--- config.mk ---
export PLATFORM = sky130hd
export DESIGN_NAME = mcast_admit_tracker
export DESIGN_NICKNAME = d
export VERILOG_FILES = /design/src/rtl/mat_pkg.sv /design/src/rtl/mat_decide.sv /design/src/rtl/mat_mcq.sv /design/src/rtl/mat_refcnt.sv /design/src/rtl/mcast_admit_tracker.sv
export SDC_FILE = /design/constraint.sdc
export NUM_CORES = 2
export LEC_CHECK = 0
export ABC_AREA = 1
export BUFFER_PORTS_ARGS = -buffer_cell sky130_fd_sc_hd__buf_2
export CAP_MARGIN = 20
export CORE_MARGIN = 10
export CORE_UTILIZATION = 40
export DETAILED_ROUTE_END_ITERATION = 8
export GPL_TIMING_DRIVEN = 0
export MAX_ROUTING_LAYER = met4
export RECOVER_POWER = 25
export SYNTH_ARGS = -nofsm -noshare
export SYNTH_HDL_FRONTEND = slang
export SYNTH_SLANG_ARGS = --single-unit
export TNS_END_PERCENT = 30
--- constraint.sdc ---
create_clock -name clk -period 15.6 [get_ports clk]
set_input_delay 3.12 -clock clk [delete_from_list [all_inputs] [get_ports clk]]
set_output_delay 3.12 -clock clk [all_outputs]
set_load 0.005 [all_outputs]
--- src/rtl/mat_pkg.sv ---
package mat_pkg;
  function automatic int unsigned count_set(input logic [31:0] v);
    int unsigned n;
    n = 0;
    for (int i = 0; i < 32; i++) n += int'(v[i]);
    return n;
  endfunction
endpackage

--- src/rtl/mat_decide.sv ---
module mat_decide #(
  parameter int NPORT  = 4,
  parameter int NCLASS = 4,
  parameter int DEPTH  = 8,
  parameter int BUFW   = 12,
  parameter int CLW    = 2,
  parameter int QCW    = 4
) (
  input  logic                      fwd_valid,
  input  logic [CLW-1:0]            fwd_class,
  input  logic [NPORT-1:0]          fwd_mask,
  input  logic [BUFW-1:0]           buf_used,
  input  logic [BUFW-1:0]           buf_resv,
  input  logic [BUFW-1:0]           glob_limit,
  input  logic [QCW-1:0]            qdepth_limit,
  input  logic [NPORT*NCLASS*QCW-1:0] q_levels,
  output logic [NPORT-1:0]          kept
);
  logic           glob_drop;
  logic [BUFW:0]  demand;
  logic [QCW-1:0] lvl;

  always_comb begin
    demand    = {1'b0, buf_used} + {1'b0, buf_resv};
    glob_drop = demand > {1'b0, glob_limit};
    kept      = '0;
    lvl       = '0;
    for (int p = 0; p < NPORT; p++) begin
      lvl = q_levels[(p*NCLASS + int'(fwd_class))*QCW +: QCW];
      kept[p] = fwd_valid && fwd_mask[p] && !glob_drop &&
                !(lvl > qdepth_limit) && (lvl != QCW'(DEPTH));
    end
  end
endmodule

--- src/rtl/mat_mcq.sv ---
module mat_mcq #(
  parameter int HW    = 6,
  parameter int DEPTH = 8,
  parameter int CW    = $clog2(DEPTH+1)
) (
  input  logic          clk,
  input  logic          rst,
  input  logic          wr_en,
  input  logic [HW-1:0] wr_data,
  input  logic          rd_en,
  output logic          rd_valid,
  output logic [HW-1:0] rd_data,
  output logic [CW-1:0] level
);
  localparam int AW = (DEPTH > 1) ? $clog2(DEPTH) : 1;

  logic [HW-1:0] mem [DEPTH];
  logic [AW-1:0] wr_ptr, rd_ptr;
  logic          do_wr, do_rd;

  assign do_rd = rd_en && (level != '0);
  assign do_wr = wr_en && (level != CW'(DEPTH));

  always_ff @(posedge clk) begin
    if (do_wr) mem[wr_ptr] <= wr_data;
  end

  always_ff @(posedge clk) begin
    if (do_rd) rd_data <= mem[rd_ptr];
  end

  always_ff @(posedge clk) begin
    if (rst) begin
      wr_ptr   <= '0;
      rd_ptr   <= '0;
      level    <= '0;
      rd_valid <= 1'b0;
    end else begin
      rd_valid <= do_rd;
      if (do_wr) wr_ptr <= (wr_ptr == AW'(DEPTH-1)) ? '0 : wr_ptr + 1'b1;
      if (do_rd) rd_ptr <= (rd_ptr == AW'(DEPTH-1)) ? '0 : rd_ptr + 1'b1;
      case ({do_wr, do_rd})
        2'b10:   level <= level + 1'b1;
        2'b01:   level <= level - 1'b1;
        default: level <= level;
      endcase
    end
  end
endmodule

--- src/rtl/mat_refcnt.sv ---
module mat_refcnt #(
  parameter int NPORT = 4,
  parameter int HW    = 6,
  parameter int RCW   = 3
) (
  input  logic                clk,
  input  logic                rst,
  input  logic                load_en,
  input  logic [HW-1:0]       load_handle,
  input  logic [RCW-1:0]      load_val,
  input  logic [NPORT-1:0]    eof_valid,
  input  logic [NPORT*HW-1:0] eof_handle,
  output logic [NPORT-1:0]    rel_valid,
  output logic [NPORT*HW-1:0] rel_handle
);
  localparam int NH = 1 << HW;

  logic [RCW-1:0] cnt      [NH];
  logic [RCW-1:0] hits     [NH];
  logic [RCW-1:0] port_n   [NPORT];
  logic [NPORT-1:0] lower_dup;

  always_comb begin
    for (int h = 0; h < NH; h++) begin
      hits[h] = '0;
      for (int p = 0; p < NPORT; p++)
        if (eof_valid[p] && eof_handle[p*HW +: HW] == HW'(h))
          hits[h] = hits[h] + RCW'(1);
    end
  end

  always_comb begin
    for (int p = 0; p < NPORT; p++) begin
      port_n[p]    = hits[eof_handle[p*HW +: HW]];
      lower_dup[p] = 1'b0;
      for (int r = 0; r < p; r++)
        if (eof_valid[r] && eof_handle[r*HW +: HW] == eof_handle[p*HW +: HW])
          lower_dup[p] = 1'b1;
    end
  end

  always_ff @(posedge clk) begin
    if (rst) begin
      for (int h = 0; h < NH; h++) cnt[h] <= '0;
    end else begin
      for (int h = 0; h < NH; h++) begin
        if (load_en && load_handle == HW'(h))
          cnt[h] <= load_val;
        else if (cnt[h] != '0 && hits[h] != '0)
          cnt[h] <= (cnt[h] > hits[h]) ? cnt[h] - hits[h] : '0;
      end
    end
  end

  always_ff @(posedge clk) begin
    if (rst) begin
      rel_valid  <= '0;
      rel_handle <= '0;
    end else begin
      for (int p = 0; p < NPORT; p++) begin
        rel_valid[p] <= eof_valid[p] && !lower_dup[p] &&
                        (cnt[eof_handle[p*HW +: HW]] != '0) &&
                        (cnt[eof_handle[p*HW +: HW]] <= port_n[p]);
        rel_handle[p*HW +: HW] <= eof_handle[p*HW +: HW];
      end
    end
  end
endmodule

--- src/rtl/mcast_admit_tracker.sv ---
module mcast_admit_tracker #(
  parameter int NPORT  = 4,
  parameter int NCLASS = 4,
  parameter int HW     = 6,
  parameter int DEPTH  = 8,
  parameter int BUFW   = 12,
  localparam int CLW   = (NCLASS > 1) ? $clog2(NCLASS) : 1,
  localparam int QCW   = $clog2(DEPTH+1)
) (
  input  logic                  clk,
  input  logic                  rst,
  input  logic                  fwd_valid,
  input  logic [HW-1:0]         fwd_handle,
  input  logic [CLW-1:0]        fwd_class,
  input  logic [NPORT-1:0]      fwd_mask,
  input  logic [BUFW-1:0]       buf_used,
  input  logic [BUFW-1:0]       buf_resv,
  input  logic [BUFW-1:0]       glob_limit,
  input  logic [QCW-1:0]        qdepth_limit,
  input  logic [NPORT-1:0]      deq_req,
  input  logic [NPORT*CLW-1:0]  deq_class,
  output logic [NPORT-1:0]      deq_valid,
  output logic [NPORT*HW-1:0]   deq_handle,
  input  logic [NPORT-1:0]      eof_valid,
  input  logic [NPORT*HW-1:0]   eof_handle,
  output logic                  adm_valid,
  output logic [NPORT-1:0]      adm_kept,
  output logic                  drop_rel_valid,
  output logic [HW-1:0]         drop_rel_handle,
  output logic [NPORT-1:0]      eof_rel_valid,
  output logic [NPORT*HW-1:0]   eof_rel_handle
);
  import mat_pkg::*;

  localparam int NQ  = NPORT * NCLASS;
  localparam int RCW = $clog2(NPORT+1);

  logic [NQ*QCW-1:0] q_levels;
  logic [NQ-1:0]     q_rv;
  logic [NQ*HW-1:0]  q_rd;
  logic [NPORT-1:0]  kept;
  logic              load_en;
  logic [RCW-1:0]    load_val;

  mat_decide #(
    .NPORT(NPORT), .NCLASS(NCLASS), .DEPTH(DEPTH),
    .BUFW(BUFW), .CLW(CLW), .QCW(QCW)
  ) u_decide (
    .fwd_valid(fwd_valid), .fwd_class(fwd_class), .fwd_mask(fwd_mask),
    .buf_used(buf_used), .buf_resv(buf_resv), .glob_limit(glob_limit),
    .qdepth_limit(qdepth_limit), .q_levels(q_levels), .kept(kept)
  );

  for (genvar p = 0; p < NPORT; p++) begin : g_port
    for (genvar c = 0; c < NCLASS; c++) begin : g_cls
      localparam int IDX = p*NCLASS + c;
      mat_mcq #(.HW(HW), .DEPTH(DEPTH), .CW(QCW)) u_q (
        .clk(clk), .rst(rst),
        .wr_en(kept[p] && fwd_class == CLW'(c)),
        .wr_data(fwd_handle),
        .rd_en(deq_req[p] && deq_class[p*CLW +: CLW] == CLW'(c)),
        .rd_valid(q_rv[IDX]),
        .rd_data(q_rd[IDX*HW +: HW]),
        .level(q_levels[IDX*QCW +: QCW])
      );
    end
  end

  always_comb begin
    deq_valid  = '0;
    deq_handle = '0;
    for (int p = 0; p < NPORT; p++)
      for (int c = 0; c < NCLASS; c++)
        if (q_rv[p*NCLASS + c]) begin
          deq_valid[p]            = 1'b1;
          deq_handle[p*HW +: HW]  = deq_handle[p*HW +: HW] | q_rd[(p*NCLASS + c)*HW +: HW];
        end
  end

  assign load_en  = fwd_valid && (kept != '0);
  assign load_val = RCW'(count_set(32'(kept)));

  mat_refcnt #(.NPORT(NPORT), .HW(HW), .RCW(RCW)) u_refcnt (
    .clk(clk), .rst(rst),
    .load_en(load_en), .load_handle(fwd_handle), .load_val(load_val),
    .eof_valid(eof_valid), .eof_handle(eof_handle),
    .rel_valid(eof_rel_valid), .rel_handle(eof_rel_handle)
  );

  always_ff @(posedge clk) begin
    if (rst) begin
      adm_valid       <= 1'b0;
      adm_kept        <= '0;
      drop_rel_valid  <= 1'b0;
      drop_rel_handle <= '0;
    end else begin
      adm_valid       <= fwd_valid;
      adm_kept        <= kept;
      drop_rel_valid  <= fwd_valid && (kept == '0);
      drop_rel_handle <= fwd_handle;
    end
  end
endmodule

# Word-level counts from Yosys, hierarchy flattened
# Memory sizes are Yosys's and may differ from the RTL's. A register that Yosys moved wholly into a read port is not among the register bits.
# Index checks and enable logic that the tools add are counted.
[totals]
regBits = 216
latchBits = 0
ramBits = 960
mem_bits_ro = 0
in_bits = 95
output_inout_bits = 68
wordCells = 2754
n_memories = 17
[memory_table]
columns = ["name", "words", "width", "rd", "rd_clocked_by_memory_dff", "write_ports", "line_no", "source"]
rows = [
  ["u_refcnt.cnt", 64, 3, 68, 0, 64, "mat_refcnt.sv:18", "logic [RCW-1:0] cnt [NH];"],
  ["g_port[0].g_cls[0].u_q.mem", 8, 6, 1, 1, 1, "mat_mcq.sv:17", "logic [HW-1:0] mem [DEPTH];"],
  ["g_port[0].g_cls[1].u_q.mem", 8, 6, 1, 1, 1, "mat_mcq.sv:17", ""],
  ["g_port[0].g_cls[2].u_q.mem", 8, 6, 1, 1, 1, "mat_mcq.sv:17", ""],
  ["g_port[0].g_cls[3].u_q.mem", 8, 6, 1, 1, 1, "mat_mcq.sv:17", ""],
  ["g_port[1].g_cls[0].u_q.mem", 8, 6, 1, 1, 1, "mat_mcq.sv:17", ""],
  ["+11 memories", "--", "--", "--", "--", "--", "--", ""],
]
[classes]
addsub = 327
multipliers = 0
div = 0
n_lt_le_gt_ge = 77
n_eq_ne = 420
shifts = 4
mux = 1028
bitwise = 144
n_reduce_logical = 667
[ops]
columns = ["cell", "n"]
rows = [
  ["$mux W3", 424],
  ["$eq A6 B6 Y1 const B", 160],
  ["$mux W1", 568],
  ["$logic_and A1 B1 Y1", 483],
  ["$add A3 B1 Y3 const B", 160],
  ["$eq A6 B5 Y1 const B", 80],
  ["$reduce_bool A3 Y1", 132],
  ["$eq A6 B4 Y1 const B", 40],
  ["$gt A3 B3 Y1", 64],
  ["$shiftx A64 B32 Y4", 3],
  ["$sub A3 B3 Y3", 64],
  ["$add A1 B1 Y2 const B", 64],
  ["$or A1 B1 Y1", 128],
  ["$pmux W4 S2", 16],
  ["$eq A6 B3 Y1 const B", 20],
  ["$eq A3 B3 Y1 const B", 32],
  ["$mux W6", 16],
  ["$ne A4 B4 Y1 const B", 20],
  ["$bmux W3 S6", 4],
  ["$or A6 B6 Y6", 12],
  ["$reduce_bool A4 Y1", 17],
  ["$add A4 B1 Y4 const B", 16],
  ["$shiftx A64 B5 Y4", 1],
  ["$sub A4 B1 Y4 const B", 16],
  ["other kinds (21)", 127],
]

# Depth between registers and ports, before layout
[depth]
ltp_word = 16
depth_mapped = 35
mapped_depth_nobuf = 33

# Modules after synthesis
# Synthesis repeated with hierarchy kept, for this count alone.
[hier_totals]
cells_unflattened = 12148
area_unflattened_um2 = 90933.5
[by_module_without_submodules]
columns = ["module", "n_inst", "cells_each", "area_per_inst_um2", "seq_area_each_um2"]
rows = [
  ["mat_mcq", 16, 260, 2771.4, 1841.8],
  ["mat_refcnt", 1, 7328, 43208.9, 6326.1],
  ["mat_decide", 1, 335, 1901.8, 0.0],
  ["mcast_admit_tracker", 1, 325, 1480.2, 240.2],
]

# Worst setup path before layout
# No wires, ideal clock.
[synth_timing]
path_type = "input-to-reg"
startpoint = "input buf_used[3]"
endpoint = "memory u_refcnt.cnt[42][1], data pin"
setup_time_ns = 0.253
t_arrival_ns = 7.362
required_time_ns = 15.347
slack_ns = 7.984
stages = 26
path_buffers = 3
path_cell_list = "ha_1 > a21oi_1 > nor2b_1 > inv_1 > a21oi_1 > nor2_1 > nor2_1 > xor2_1 > ha_1 > a21oi_1 > o21bai_1 > nor3_1 > nand2_1 > nand2_1 > buf_2 > nand2_1 > fa_1 > inv_1 > ha_1 > ha_1 > inv_1 > clkbuf_1 > clkbuf_1 > nand2_1 > nand2_1 > nor2_1"
[synth_rtl]
columns = ["item", "line_no", "source"]
rows = [
  ["start: declaration", "mcast_admit_tracker.sv:16", "input logic [BUFW-1:0] buf_used,"],
  ["end: declaration", "mat_refcnt.sv:18", ""],
]

# Final worst setup path
[layout_timing]
startpoint = "input eof_handle[6]"
endpoint = "register u_refcnt.rel_valid[3]"
[layout_via]
elab_chain_len = 12
elab_cells_between_ends = 460
classes_between = "128 x add/sub; 1 x order compare; 64 x eq/ne; 197 x mux; 70 x reduce/logical"
[layout_lines]
columns = ["item", "line_no", "source"]
rows = [
  ["start: declaration", "mcast_admit_tracker.sv:25", "input logic [NPORT*HW-1:0] eof_handle,"],
  ["$eq A6 B6 Y1, or another cell as far along", "mat_refcnt.sv:27", "if (eof_valid[p] && eof_handle[p*HW +: HW] == HW'(h))"],
  ["$logic_and A1 B1 Y1", "mat_refcnt.sv:27", ""],
  ["$mux W3", "mat_refcnt.sv:27", ""],
  ["$add A3 B1 Y3", "mat_refcnt.sv:28", "hits[h] = hits[h] + RCW'(1);"],
  ["$mux W3", "mat_refcnt.sv:27", ""],
  ["$add A3 B1 Y3", "mat_refcnt.sv:28", ""],
  ["$mux W3", "mat_refcnt.sv:27", ""],
  ["$bmux W3 S6", "mat_refcnt.sv:34", "port_n[p] = hits[eof_handle[p*HW +: HW]];"],
  ["$mux W3 (implied by the code) (2 in series)", "mat_refcnt.sv:34", ""],
  ["$le A3 B3 Y1", "mat_refcnt.sv:63", "(cnt[eof_handle[p*HW +: HW]] <= port_n[p]);"],
  ["$logic_and A1 B1 Y1 (*)", "mat_refcnt.sv:62", "(cnt[eof_handle[p*HW +: HW]] != '0) &&"],
  ["end signal: indexed assignment", "mat_refcnt.sv:61", "rel_valid[p] <= eof_valid[p] && !lower_dup[p] &&"],
  ["end: declaration", "mat_refcnt.sv:13", "output logic [NPORT-1:0] rel_valid,"],
]
# Mark *: on every way between the ends. The rest lies on a longest branch, timed or not. The select of a mux whose other input is x is not followed.
# A chain may end at the register's enable or synchronous reset.

==> flow_metrics.tcl <==
set metrics [dict create \
    status "complete, but fails checks" \
    syn_inst 10900 \
    area_growth_pct 12.4 \
    synth-simple-area-share_pct 24.2 \
    ys_ff_latch 1272 \
    clk_pin_slew_ns 0.08 \
    grt_max_degree 98 \
    htree_levels 4 \
    critPathLaunch "eof_handle[6]" \
    portBuffers 142 \
    r2r_slack_ns 9.47 \
    post-route-drc-count 0 \
    worst_path_most_repeated_cell "nand2_1" \
    synthTopCellsByArea "edfxtp_1 (37%), nand2_1 (8.9%), nor2_1 (8.6%)" \
    setup.worst_path.end_class "flop" \
    start_kind "input pin" \
    synth-compound-area-share_pct 14.9 \
    row_count 169 \
    final_common_cell "nand2_1" \
    dpl.hpwl_mm 362 \
    io_pins 163 \
    synth-edff-count 1056 \
    cp_max_fo 10 \
    clk_latency_ns 0.89 \
    nets 12000 \
    swShare_pct 30.1 \
    p_switching_mw 2.60 \
    yosysTopAreaCell "edfxtp_1" \
    synth-adder-area-share_pct 9.67 \
    cts.path.max_buffers 3 \
    powerDensity_nw_per_um2 89.3 \
    post-route-min-period_ns 11.58 \
    leakage_nw 40.0 \
    pwr-share-seq_pct 44.8 \
    slew_viol_final 808 \
    worstReg2RegEnd "u_refcnt.cnt[50][2]" \
    max_freq_mhz 86.4 \
    min_period_over_period_pct 74.2 \
    cts_resized 0 \
    power_mw 8.62 \
    wl_per_cell_um 32.6 \
    die_w_um 483 \
    slowest_delay_ns 1.07 \
    vias 86800 \
    hold_path_class "flop to flop" \
    p_int_mw 6.02 \
    syn-num-nets 11700 \
    most-common-layout-cells "nand2_1 (2030), nor2_1 (1955), inv_1 (1119)" \
    gp_congestion 1.15 \
    netlist.area_leader.share_pct 37.0 \
    grt_use_total_pct 39.2 \
    coreArea_um2 213000 \
    synthesis.area_um2 85800 \
    syn_avg_cell_area_um2 7.84 \
    tns_ns 0 \
    ys.flop_type "edfxtp_1" \
    reg2reg_from "g_port[1].g_cls[1].u_q.level[1]" \
    cts-root-buf "clkbuf_16" \
    numCtsBuffers 140 \
    start_util_pct 40.3 \
    grt_pass1_wl_mm 633 \
    grt-ovfl-total 0 \
    maxCapViolations 12 \
    pwr-share-comb_pct 15.7 \
    vdd_drop_max_uv 139 \
    antenna_left 0 \
    violations "capacitance limit, slew limit" \
    antenna_found_initial 40 \
    synth_cell_types 62 \
    cp_slowest_cell "nor2_2" \
    setup-violations-final 0 \
    rsz0062_at_grt "no" \
    hold_buffers 0 \
    worst_pin_slew_ns 5.38 \
    crit_required_ns 16.44 \
    async_flop_share_pct 0 \
    synth_xor_area_share_pct 2.06 \
    firstDrtPassIters 8 \
    maxSlewHeadroom_pct -259 \
    synth_mux_area_share_pct 0 \
    synth_top_family_by_area "simple AND/OR/NAND/NOR gates" \
    hold_violations 0 \
    cts_tree "done" \
    fp.dieH_um 483 \
    skew_ns 0.128 \
    setup.worst_path.class "input pin to flop" \
    crit_end "u_refcnt.rel_valid[3]" \
    die_area_um2 233000 \
    fin_area_um2 96500 \
    yosysWarnings 0 \
    viasPerCell 6.06 \
    post_route_cells_drive_above_1_share_pct 6.61 \
    drtIter0Drc 11800 \
    p_clk_share_pct 39.6 \
    crit_arrival_ns 12.42 \
    rr_worst_depth 23 \
    routed_wl_mm 466 \
    yosysSeqAreaShare_pct 42.0 \
    grt_pass1_vias 80900 \
    cts_sinks 1272 \
    post_cts_buffers 0 \
    fin_util_pct 45.4 \
    postPlaceCellArea_um2 91500 \
]
## worst max-delay path: cells and delay by family
family                     cells  cell delay (ns)
xor gates and xnor gates       1             0.95
AOI/OAI and AO/OA              3             0.36
and+or+nand+nor               17             3.69
adders and majority gates      3             0.80
buffers and inverters         10             3.46
## worst min path at each step
stage,from,to,slack [ns],cells after the start
floorplan,g_port[1].g_cls[3].u_q.level[0],g_port[1].g_cls[3].u_q.level[0],0.42,1
global placement,g_port[1].g_cls[2].u_q.level[0],g_port[1].g_cls[2].u_q.level[0],0.44,1
detailed placement,g_port[2].g_cls[2].u_q.level[0],g_port[2].g_cls[2].u_q.level[0],0.44,1
CTS,g_port[2].g_cls[2].u_q.level[0],g_port[2].g_cls[2].u_q.level[0],0.45,1
global route,g_port[2].g_cls[2].u_q.level[0],g_port[2].g_cls[2].u_q.level[0],0.48,1
finish,g_port[1].g_cls[3].u_q.level[0],g_port[1].g_cls[3].u_q.level[0],0.45,1
## power groups by stage
stage	Sequential (mW)	Combinational, mW	Clock [mW]
3_5_place_dp	3.91	1.28	0
2_1_floorplan	3.86	0.675	0
5_1_grt	3.86	1.40	3.59
3_3_place_gp	3.92	1.24	0
6_report	3.86	1.35	3.41
4_1_cts	3.84	1.29	3.47
## metal layers
layer,share of wire [%],global-route usage [%]
met5,0,-
met4,10,31.1
met3,9.6,9.43
met2,43,58.1
met1,37,45.4
## through the flow
step                      instances  setup WS [ns]  hold slack (ns)
after floorplan               10900           7.98            0.422
after global placement        13900           2.76            0.441
after detailed placement      14000           3.90            0.440
after CTS                     14200           4.81            0.447
after global routing          14300           4.34            0.480
final                         14300           4.02            0.450
## sequential cells by signal, indices dropped and copies added, names as in the netlist, 16 cells and up
name                       cells
g_port.g_cls.u_q.wr_ptr       48
g_port.g_cls.u_q.rd_ptr       48
g_port.g_cls.u_q.rd_valid     16
g_port.g_cls.u_q.rd_data      96
g_port.g_cls.u_q.level        64
u_refcnt.cnt                 192
u_refcnt.rel_handle           24
g_port.g_cls.u_q.mem         768
## synthesized netlist by cell type (7+ instances only)
cell type  instances
a211oi_1          40
a21boi_1          11
a21boi_2           8
a21oi_1          242
a22oi_1           32
a31oi_1          127
and2_1             9
buf_1             47
buf_2             39
buf_4             25
clkbuf_1         287
clkinv_1          14
dfxtp_1          216
edfxtp_1        1056
fa_1              70
ha_1             551
inv_1           1119
inv_2             40
nand2_1         2030
nand2_2           30
nand3_1          536
nand4_1          163
nor2_1          1966
nor2_2            35
nor2_4            17
nor3_1           157
nor3_2             7
o211ai_1          13
o21a_1            16
o21ai_0         1071
o21ai_1           53
o221ai_1          14
o22ai_1          558
o31ai_1           34
o32ai_1           10
or2_1              7
or2_2             30
xnor2_1           61
xnor2_2           12
xor2_1           106
xor2_2             7
## cell type report
type | count | area [um^2]
fillers | 21200 | 116000
plain buffers | 404 | 1720
inverters | 1179 | 4440
clock buffers | 185 | 3800
diodes | 47 | 118
repair buffers | 243 | 2160
clock inverters | 73 | 965
flip-flops and latches | 1272 | 36000
multi-input cells | 8091 | 43700
well taps | 2821 | 3530
## logic make-up (layout without fill, tap and decap cells)
| kind of cell | count (synthesis) | in the layout |
|---|---|---|
| other | 0 | 47 |
| AO/OA/AOI/OAI | 2263 | 2263 |
| AND/OR/NAND/NOR | 5021 | 5021 |
| XOR/XNOR | 186 | 186 |
| buffers and inverters | 1583 | 2084 |
| adder cells (fa/ha/maj) | 621 | 621 |
| flip-flops | 1272 | 1272 |
Note: power is estimated with default switching activity, not from simulation.
